===== config.mk =====
export PLATFORM = sky130hd
export DESIGN_NAME = twin_timer
export DESIGN_NICKNAME = d
export VERILOG_FILES = /design/src/rtl/tmr_pkg.sv /design/src/rtl/tmr_datapath.sv /design/src/rtl/tmr_control.sv /design/src/rtl/twin_timer.sv
export SDC_FILE = /design/constraint.sdc
export NUM_CORES = 1
export LEC_CHECK = 0
export BUFFER_PORTS_ARGS = -buffer_cell sky130_fd_sc_hd__buf_4
export CAP_MARGIN = 20
export CELL_PAD_IN_SITES_DETAIL_PLACEMENT = 1
export CELL_PAD_IN_SITES_GLOBAL_PLACEMENT = 1
export CORE_MARGIN = 2
export CORE_UTILIZATION = 45
export CTS_CLUSTER_DIAMETER = 80
export DETAILED_ROUTE_END_ITERATION = 8
export HOLD_SLACK_MARGIN = 0.15
export PLACE_DENSITY = 0.87
export SYNTH_ARGS = -nofsm -noshare
export SYNTH_HDL_FRONTEND = slang
export SYNTH_SLANG_ARGS = --single-unit

===== constraint.sdc =====
create_clock -name clk -period 2.9 [get_ports clk]
set_input_delay 0 -clock clk [delete_from_list [all_inputs] [get_ports clk]]
set_output_delay 0 -clock clk [all_outputs]
set_load 0.01 [all_outputs]

===== src/rtl/tmr_pkg.sv =====
`timescale 1ns/1ps
package tmr_pkg;
  localparam int BYTE_W = 8;
  localparam int PRE_W  = 5;
  localparam int ADDR_W = 3;
  localparam int NCH    = 2;

  typedef enum logic [ADDR_W-1:0] {
    A_LO0 = 3'd0, A_HI0 = 3'd1, A_LO1 = 3'd2, A_HI1 = 3'd3,
    A_MODE = 3'd4, A_CTRL = 3'd5
  } reg_addr_e;

  typedef enum logic [1:0] {
    M_PRESCALE = 2'd0, M_WIDE = 2'd1, M_RELOAD = 2'd2, M_SPLIT = 2'd3
  } mode_e;

  typedef struct packed {
    logic [NCH-1:0] step;
    logic           splitStep;
    mode_e          mode0;
    mode_e          mode1;
  } strobe_t;
endpackage


===== src/rtl/tmr_datapath.sv =====
`timescale 1ns/1ps
module tmr_datapath
  import tmr_pkg::*;
(
  input  logic                            clk,
  input  logic                            rstN,
  input  strobe_t                         stb,
  input  logic                            wrEn,
  input  logic [ADDR_W-1:0]               wrAddr,
  input  logic [BYTE_W-1:0]               wrData,
  output logic [NCH-1:0][BYTE_W-1:0]      loCnt,
  output logic [NCH-1:0][BYTE_W-1:0]      hiCnt,
  output logic [NCH-1:0]                  ovfMain,
  output logic                            ovfSplit
);
  localparam int PAIR_W = 2 * BYTE_W;

  function automatic logic [PAIR_W:0] advance(mode_e m, logic [BYTE_W-1:0] h,
                                              logic [BYTE_W-1:0] l);
    logic [PAIR_W:0] r;
    r = {1'b0, h, l};
    unique case (m)
      M_PRESCALE: begin
        if (&l[PRE_W-1:0]) begin
          r[PRE_W-1:0]             = '0;
          r[PAIR_W-1:BYTE_W]       = h + 1'b1;
          r[PAIR_W]                = &h;
        end else begin
          r[PRE_W-1:0] = l[PRE_W-1:0] + 1'b1;
        end
      end
      M_WIDE:   r = {1'b0, h, l} + 1'b1;
      M_RELOAD: begin
        if (&l) begin
          r[BYTE_W-1:0] = h;
          r[PAIR_W]     = 1'b1;
        end else begin
          r[BYTE_W-1:0] = l + 1'b1;
        end
      end
      M_SPLIT: begin
        r[BYTE_W-1:0] = l + 1'b1;
        r[PAIR_W]     = &l;
      end
      default: r = {1'b0, h, l};
    endcase
    return r;
  endfunction

  logic hiSplitGo;
  assign hiSplitGo = stb.splitStep && !(wrEn && wrAddr == A_HI0);
  assign ovfSplit  = hiSplitGo && (&hiCnt[0]);

  for (genvar c = 0; c < NCH; c++) begin : g_ch
    localparam logic [ADDR_W-1:0] LO_ADDR = ADDR_W'(2 * c);
    localparam logic [ADDR_W-1:0] HI_ADDR = ADDR_W'(2 * c + 1);
    logic [BYTE_W-1:0] loR, hiR;
    mode_e             mode;
    logic              wrLo, wrHi, isSplit, doMain, doHiSplit;
    logic [PAIR_W:0]   nxt;

    assign mode      = (c == 0) ? stb.mode0 : stb.mode1;
    assign wrLo      = wrEn && wrAddr == LO_ADDR;
    assign wrHi      = wrEn && wrAddr == HI_ADDR;
    assign isSplit   = (c == 0) && mode == M_SPLIT;
    assign doMain    = stb.step[c] && !(isSplit ? wrLo : (wrLo || wrHi));
    assign doHiSplit = (c == 0) && isSplit && hiSplitGo;
    assign nxt       = advance(mode, hiR, loR);
    assign ovfMain[c] = doMain && nxt[PAIR_W];

    always_ff @(posedge clk) begin
      if (!rstN) begin
        loR <= '0;
        hiR <= '0;
      end else begin
        if (wrLo)        loR <= wrData;
        else if (doMain) loR <= nxt[BYTE_W-1:0];
        if (wrHi)                       hiR <= wrData;
        else if (doHiSplit)             hiR <= hiR + 1'b1;
        else if (doMain && !isSplit)    hiR <= nxt[PAIR_W-1:BYTE_W];
      end
    end

    assign loCnt[c] = loR;
    assign hiCnt[c] = hiR;
  end
endmodule


===== src/rtl/tmr_control.sv =====
`timescale 1ns/1ps
module tmr_control
  import tmr_pkg::*;
(
  input  logic                        clk,
  input  logic                        rstN,
  input  logic                        tickEn,
  input  logic [NCH-1:0]              cntPin,
  input  logic [NCH-1:0]              gatePin,
  input  logic [NCH-1:0]              ackIn,
  input  logic                        wrEn,
  input  logic [ADDR_W-1:0]           addr,
  input  logic [BYTE_W-1:0]           wrData,
  input  logic [NCH-1:0]              ovfMain,
  input  logic                        ovfSplit,
  input  logic [NCH-1:0][BYTE_W-1:0]  loCnt,
  input  logic [NCH-1:0][BYTE_W-1:0]  hiCnt,
  output strobe_t                     stb,
  output logic [NCH-1:0]              tfOut,
  output logic [BYTE_W-1:0]           rdData,
  output logic [BYTE_W-1:0]           modeVal
);
  logic [BYTE_W-1:0] modeReg;
  logic [NCH-1:0]    trReg, tfReg, cntPrev, stepVec, setFlag;
  logic              ch0Split;

  always_comb begin
    logic [3:0] nib;
    logic       runOk, evt;
    for (int c = 0; c < NCH; c++) begin
      nib        = modeReg[4*c +: 4];
      runOk      = trReg[c] && (!nib[3] || gatePin[c]);
      evt        = tickEn && (nib[2] ? (cntPrev[c] && !cntPin[c]) : 1'b1);
      stepVec[c] = runOk && evt && !(c == 1 && nib[1:0] == M_SPLIT);
    end
  end

  assign ch0Split      = modeReg[1:0] == M_SPLIT;
  assign stb.step      = stepVec;
  assign stb.splitStep = ch0Split && trReg[1] && tickEn;
  assign stb.mode0     = mode_e'(modeReg[1:0]);
  assign stb.mode1     = mode_e'(modeReg[5:4]);

  assign setFlag[0] = ovfMain[0];
  assign setFlag[1] = ch0Split ? ovfSplit : ovfMain[1];

  always_ff @(posedge clk) begin
    if (!rstN) begin
      modeReg <= '0;
      trReg   <= '0;
      tfReg   <= '0;
      cntPrev <= '0;
    end else begin
      if (tickEn) cntPrev <= cntPin;
      if (wrEn && addr == A_MODE) modeReg <= wrData;
      if (wrEn && addr == A_CTRL) begin
        trReg <= {wrData[6], wrData[4]};
        tfReg <= {wrData[7], wrData[5]};
      end else begin
        for (int c = 0; c < NCH; c++) begin
          if (setFlag[c])    tfReg[c] <= 1'b1;
          else if (ackIn[c]) tfReg[c] <= 1'b0;
        end
      end
    end
  end

  always_comb begin
    unique case (addr)
      A_LO0:   rdData = loCnt[0];
      A_HI0:   rdData = hiCnt[0];
      A_LO1:   rdData = loCnt[1];
      A_HI1:   rdData = hiCnt[1];
      A_MODE:  rdData = modeReg;
      A_CTRL:  rdData = {tfReg[1], trReg[1], tfReg[0], trReg[0], 4'b0000};
      default: rdData = '0;
    endcase
  end

  assign tfOut   = tfReg;
  assign modeVal = modeReg;
endmodule


===== src/rtl/twin_timer.sv =====
`timescale 1ns/1ps
module twin_timer
  import tmr_pkg::*;
(
  input  logic              clk,
  input  logic              rstN,
  input  logic              tickEn,
  input  logic [NCH-1:0]    cntPin,
  input  logic [NCH-1:0]    gatePin,
  input  logic [NCH-1:0]    ackIn,
  input  logic              regWrEn,
  input  logic [ADDR_W-1:0] regAddr,
  input  logic [BYTE_W-1:0] regWrData,
  output logic [BYTE_W-1:0] regRdData,
  output logic [NCH-1:0]    tfOut
);
  strobe_t                    stb;
  logic [NCH-1:0][BYTE_W-1:0] loCnt, hiCnt;
  logic [NCH-1:0]             ovfMain;
  logic                       ovfSplit;
  logic [BYTE_W-1:0]          modeVal;

  tmr_control u_ctrl (
    .clk(clk), .rstN(rstN), .tickEn(tickEn), .cntPin(cntPin), .gatePin(gatePin),
    .ackIn(ackIn), .wrEn(regWrEn), .addr(regAddr), .wrData(regWrData),
    .ovfMain(ovfMain), .ovfSplit(ovfSplit), .loCnt(loCnt), .hiCnt(hiCnt),
    .stb(stb), .tfOut(tfOut), .rdData(regRdData), .modeVal(modeVal)
  );

  tmr_datapath u_dp (
    .clk(clk), .rstN(rstN), .stb(stb), .wrEn(regWrEn), .wrAddr(regAddr),
    .wrData(regWrData), .loCnt(loCnt), .hiCnt(hiCnt), .ovfMain(ovfMain),
    .ovfSplit(ovfSplit)
  );
endmodule


==> impl_metrics.json, run 1 <==
{
  "status": "finished clean",
  "drtAntennaViolNets": 0,
  "yosys_register_bits": 46,
  "cp.required_ps": 3160,
  "async_reset_ff_share_pct": 0,
  "critPathArrivalTime_ps": 2940,
  "grt_pass1_vias": 3927,
  "clkLatencyLatePin_ps": 310,
  "drc_errors": 0,
  "hold_ws_ps": 260.1,
  "vias": 3922,
  "final_cell_mix": "47 x nand2_1, 46 x nor2_1, 46 x dfxtp_1",
  "hold_viol": 0,
  "die_width_microns": 93.16,
  "clock_skew_ps": 11.66,
  "yosys_warnings": 0,
  "grt_pass1_wl_microns": 21390,
  "fin_crit_ps": 2681,
  "synthCells": 464,
  "wl_per_cell_microns": 22.50,
  "grt_usage_pct": 31.89,
  "cts_root_buf": "clkbuf_8",
  "postCtsSetupBuffers": 0,
  "io_buffers": 30,
  "die-height_microns": 93.16,
  "final_util_pct": 52.62,
  "postPlaceCellArea_sq_um": 3794,
  "ys_types": 70,
  "area_delta_synth_final_pct": 13.68,
  "crit_type": "flop to flop",
  "synthTopCellsByArea": "dfxtp_1 26%, mux2i_1 5.9%, nand2_1 4.9%, nor2_1 4.8%, o21ai_0 4.5%",
  "timing.final.ws_setup_ps": 219.0,
  "core_sq_um": 7727,
  "cts_max_level": 2,
  "start_kind": "flop",
  "nNetsFinal": 515,
  "min_path_type": "input port to flop",
  "cp-end-kind": "flop",
  "syn_nets": 491,
  "viasPerCell": 6.636,
  "drt-initial-drc-count": 268,
  "drive_above_1_share_pct": 11.45,
  "slew_headroom_pct": 53.24,
  "worst_pin_slew_ps": 700.4,
  "min_period_over_period_pct": 92.45,
  "fmax_ghz": 0.3730,
  "final_area_sq_um": 4066,
  "netlist.area_leader.share_pct": 25.74,
  "cts.path.max_buffers": 2,
  "ys.flop_type": "dfxtp_1",
  "layout_commonest_cell": "nand2_1",
  "antenna_cells": 0,
  "peakVddDrop_uv": 185.7,
  "power_density_nw_per_um2": 345.7,
  "tritoncts": "yes",
  "hpwl_microns": 9467,
  "cp_max_fo": 11,
  "p_leak_nw": 1.477,
  "dr.pass1.iters": 6,
  "clkTransAtPathRegs_ps": 100,
  "synth_area_per_cell_sq_um": 7.709,
  "cts_buffers": 5,
  "clock_sinks": 46,
  "die-area_sq_um": 8679,
  "drv_cap": 0,
  "rsz0062_at_grt": "false",
  "setup_tns_ps": 0,
  "antenna_found_initial": 0,
  "synth_area_sq_um": 3577,
  "synth-seq-area-share_pct": 25.74,
  "rows": 32,
  "synth_edf_count": 0,
  "drv_slew": 0,
  "dpl_worst_slack_ps": 511.5,
  "place.gp.congestion": 1.019,
  "routed_wl_microns": 13300,
  "boundaryPins": 31,
  "start_util_pct": 46.29,
  "grt.overflow.total": 0,
  "synth_area_leader_cell": "dfxtp_1",
  "grt_max_degree": 28,
  "finalSetupViolCount": 0
}
## flip-flops by register name, summed over array words and instances, names as in the netlist
name            flops
u_ctrl.cntPrev      2
u_dp.g_ch.loR      16
u_ctrl.modeVal      8
u_dp.g_ch.hiR      16
u_ctrl.tfOut        2
u_ctrl.trReg        2
## final timing paths
kind | startpoint | end | slack, ps | cells past startpoint
setup / recovery | u_ctrl.trReg[1] | u_ctrl.tfOut[1] | 220 | 6
hold / removal | regWrEn | u_dp.g_ch[0].hiR[1] | 260 | 4
setup reg to reg | u_ctrl.trReg[1] | u_ctrl.tfOut[1] | 220 | 6
hold reg to reg | u_dp.g_ch[0].loR[1] | u_dp.g_ch[0].loR[1] | 560 | 2
## metal layers
| metal | vias to the layer above | global-route usage, % | share of wire, % |
|---|---|---|---|
| met2 | 159 | 51.39 | 48 |
| met1 | 1931 | 41.72 | 42 |
| met3 | 40 | 4.996 | 5.5 |
| met5 | - | 0 | 0 |
| met4 | 0 | 15.20 | 4.0 |
| li1 | 1792 | - | - |
## worst max-delay path: stages (launching register included)
cell           delay, ps
dfxtp_1              390
nand2_1              210
a2111oi_4            480
a21boi_2             510
o2111ai_1            230
a41oi_1              250
dlygate4sd3_1        560
## through the flow
| stage | std cells | power [mW] |
|---|---|---|
| final | 591 | 1.406 |
| after global placement | 567 | 0.8745 |
| after CTS | 591 | 1.410 |
| after global routing | 591 | 1.452 |
| after floorplan | 464 | 0.7975 |
| after detailed placement | 567 | 0.8806 |
## what timing repair did
item	CTS	global route
hold endpoints to repair	44	0
gates resized for setup	0	0
hold buffers	16	0
## cell type report
| cell class | instances | area (sq um) |
|---|---|---|
| fill | 976 | 3661 |
| multi-input combinational | 379 | 2479 |
| sequential | 46 | 920.9 |
| timing repair buffer | 47 | 392.9 |
| tap | 102 | 127.6 |
| clock buffer | 5 | 68.82 |
| clock inverter | 3 | 43.79 |
| inverter | 9 | 33.78 |
## cell usage after synthesis (3+ instances only)
cell type / n
nand2_1: 47
dfxtp_1: 46
nor2_1: 46
o21ai_0: 32
nand3_1: 25
mux2i_1: 21
clkbuf_1: 17
a21oi_1: 16
a31oi_1: 15
nor3_1: 14
nor2b_1: 12
and3_1: 10
nand2b_1: 10
inv_1: 8
a211oi_1: 7
buf_2: 7
nand4_1: 7
xnor2_1: 7
ha_1: 6
o211ai_1: 6
a221oi_1: 5
and2_1: 5
mux2_2: 5
o31ai_1: 5
a211o_1: 4
a21boi_0: 4
a22oi_1: 4
a41oi_1: 4
and4_1: 4
buf_4: 4
o211a_1: 4
xor2_1: 4
a2bb2oi_1: 3
a32oi_1: 3
o22ai_1: 3
or4_1: 3
## cell families (layout without fill, tap and decap cells)
group | Yosys count | after routing | synth area share, %
and+or+nand+nor | 194 | 194 | 28.23
AOI/OAI and AO/OA | 141 | 141 | 28.54
DFF | 46 | 46 | 25.74
buffers and inverters | 39 | 64 | 4.966
muxes | 26 | 26 | 7.450
xor gates and xnor gates | 11 | 11 | 2.693
adders and majority gates | 7 | 7 | 2.378
## report_power, final
part / switching, mW / internal [mW] / total, mW
sequential: 0.0328 / 0.649 / 0.682
clock: 0.257 / 0.259 / 0.516
combinational: 0.121 / 0.0878 / 0.208
total: 0.410 / 0.996 / 1.41
(Power assumes the default switching activity.)
==> run 2: changes to the inputs <==
RECOVER_POWER = 100   (was unset)
==> run 2 against run 1 <==
Compared with the run above:
- non-clock buffer count unchanged
- critical path depth decreased by 2
- combinational power decreased by 3%
- clock-buffer cell count unchanged
- largest cell class unchanged
==> impl_metrics.json, run 2 (synthesis results as in run 1) <==
{
  "status": "finished clean",
  "worst_pin_slew_ps": 1370,
  "wl_per_cell_microns": 22.50,
  "cp_max_fo": 27,
  "critPathArrivalTime_ps": 2920,
  "p_int_mw": 0.9913,
  "min_period_over_period_pct": 93.17,
  "layout_commonest_cell": "nand2_1",
  "switchingPower_mw": 0.4111,
  "antenna_found_initial": 0,
  "die-height_microns": 93.16,
  "dr.pass1.iters": 5,
  "final_cell_mix": "47 x nand2_1, 46 x nor2_1, 46 x dfxtp_1",
  "cts-resized-gates": 0,
  "viasPerCell": 6.645,
  "core_sq_um": 7727,
  "seqPwrFrac_pct": 48.6,
  "drc_errors": 0,
  "routed_wl_microns": 13300,
  "grt_pass1_vias": 3927,
  "start_kind": "input port",
  "rsz0062_at_grt": "false",
  "place.gp.congestion": 1.019,
  "grt_max_degree": 28,
  "combPwrFrac_pct": 14.4,
  "hold_ws_ps": 256.7,
  "dpl_worst_slack_ps": 511.5,
  "drtAntennaViolNets": 0,
  "tritoncts": "yes",
  "min_path_type": "input port to flop",
  "reg2reg_depth": 6,
  "nNetsFinal": 515,
  "setup_tns_ps": 0,
  "crit_type": "input port to flop",
  "clkLatencyLatePin_ps": 320,
  "fmax_ghz": 0.3701,
  "io_buffers": 30,
  "clock_skew_ps": 14.33,
  "critPathTopFamily": "buffers and inverters",
  "area_delta_synth_final_pct": 11.72,
  "ctsHoldBuffers": 16,
  "cp.depth": 4,
  "slew_headroom_pct": 8.697,
  "rows": 32,
  "vias": 3927,
  "cts_buffers": 5,
  "drive_above_1_share_pct": 8.180,
  "die-area_sq_um": 8679,
  "drv_slew": 0,
  "peakVddDrop_uv": 179.8,
  "clkTransAtPathRegs_ps": 100,
  "p_clk_share_pct": 37.0,
  "start_util_pct": 46.29,
  "cts_max_level": 2,
  "whs_path_depth": 4,
  "path_buf_inv": 3,
  "p_leak_nw": 1.418,
  "postCtsSetupBuffers": 0,
  "swShare_pct": 29.31,
  "cpMaxStageDelayCell": "clkbuf_1",
  "die_width_microns": 93.16,
  "grt_usage_pct": 31.89,
  "grt_pass1_wl_microns": 21390,
  "clock_sinks": 46,
  "grt.overflow.total": 0,
  "cp-end-kind": "flop",
  "hold_viol": 0,
  "cts_root_buf": "clkbuf_8",
  "timing.final.ws_setup_ps": 198.1,
  "cp.required_ps": 3110,
  "boundaryPins": 31,
  "crit_path_max_incr_delay_ps": 1000,
  "path_cells": "dlygate4sd3_1 > clkbuf_1 > inv_1 > o32ai_1",
  "antenna_cells": 0,
  "hpwl_microns": 9467,
  "fin_crit_ps": 2702,
  "drv_cap": 0,
  "finalSetupViolCount": 0,
  "drt-initial-drc-count": 258,
  "cts.path.max_buffers": 2,
  "power_density_nw_per_um2": 350.9,
  "fin_total_pwr_mw": 1.402
}
## run 2: changes by cell type in the layout (fill, tap and decap cells not counted), moves of 3 or more
cell and delta:
clkbuf_1 +12, and2_0 +3, and2_1 -3, buf_4 -12
## run 2: metrics by stage
| step | cell area (sq um) | std cells | utilization, % |
|---|---|---|---|
| floorplan | 3577 | 464 | - |
| global placement | 3794 | 567 | 49.09 |
| detailed placement | 3794 | 567 | 49.09 |
| CTS | 4066 | 591 | 52.62 |
| global route | 3996 | 591 | 51.72 |
| finish | 3996 | 591 | 51.72 |
## run 2: per-layer routing
layer  up-vias  track usage, %  part of all wire [%]
met5         -               0                     0
li1       1789               -                     -
met3        39           4.996                   6.5
met4         0           15.20                   4.2
met2       185           51.39                    47
met1      1914           41.72                    42
## run 2: power groups by stage
stage / clock, mW / combinational (mW) / sequential (mW)
after global routing: 0.544 / 0.217 / 0.685
after global placement: 0 / 0.181 / 0.693
after CTS: 0.526 / 0.204 / 0.680
final: 0.519 / 0.202 / 0.682
after detailed placement: 0 / 0.186 / 0.695
after floorplan: 0 / 0.119 / 0.678
## run 2: worst min-delay path, delay by kind of cell
kind	cells	cell delay, ps
compound gates	1	80
simple gates	2	290
buf+inv	1	140
## run 2: final timing paths
check | start | to | slack (ps)
worst max-delay path | rstN | u_dp.g_ch[0].hiR[2] | 200
worst min-delay path | regWrEn | u_dp.g_ch[0].hiR[1] | 260
worst max register to register | u_ctrl.trReg[1] | u_ctrl.tfOut[1] | 220
worst min register to register | u_dp.g_ch[0].loR[1] | u_dp.g_ch[0].loR[1] | 560
## run 2: area by class of cell
class,instances,area [sq um]
Tap cell,102,127.6
Fill cell,993,3731
Clock inverter,3,43.79
Multi-Input combinational cell,379,2454
Sequential cell,46,920.9
Inverter,9,33.78
Clock buffer,5,68.82
Timing Repair Buffer,47,347.8
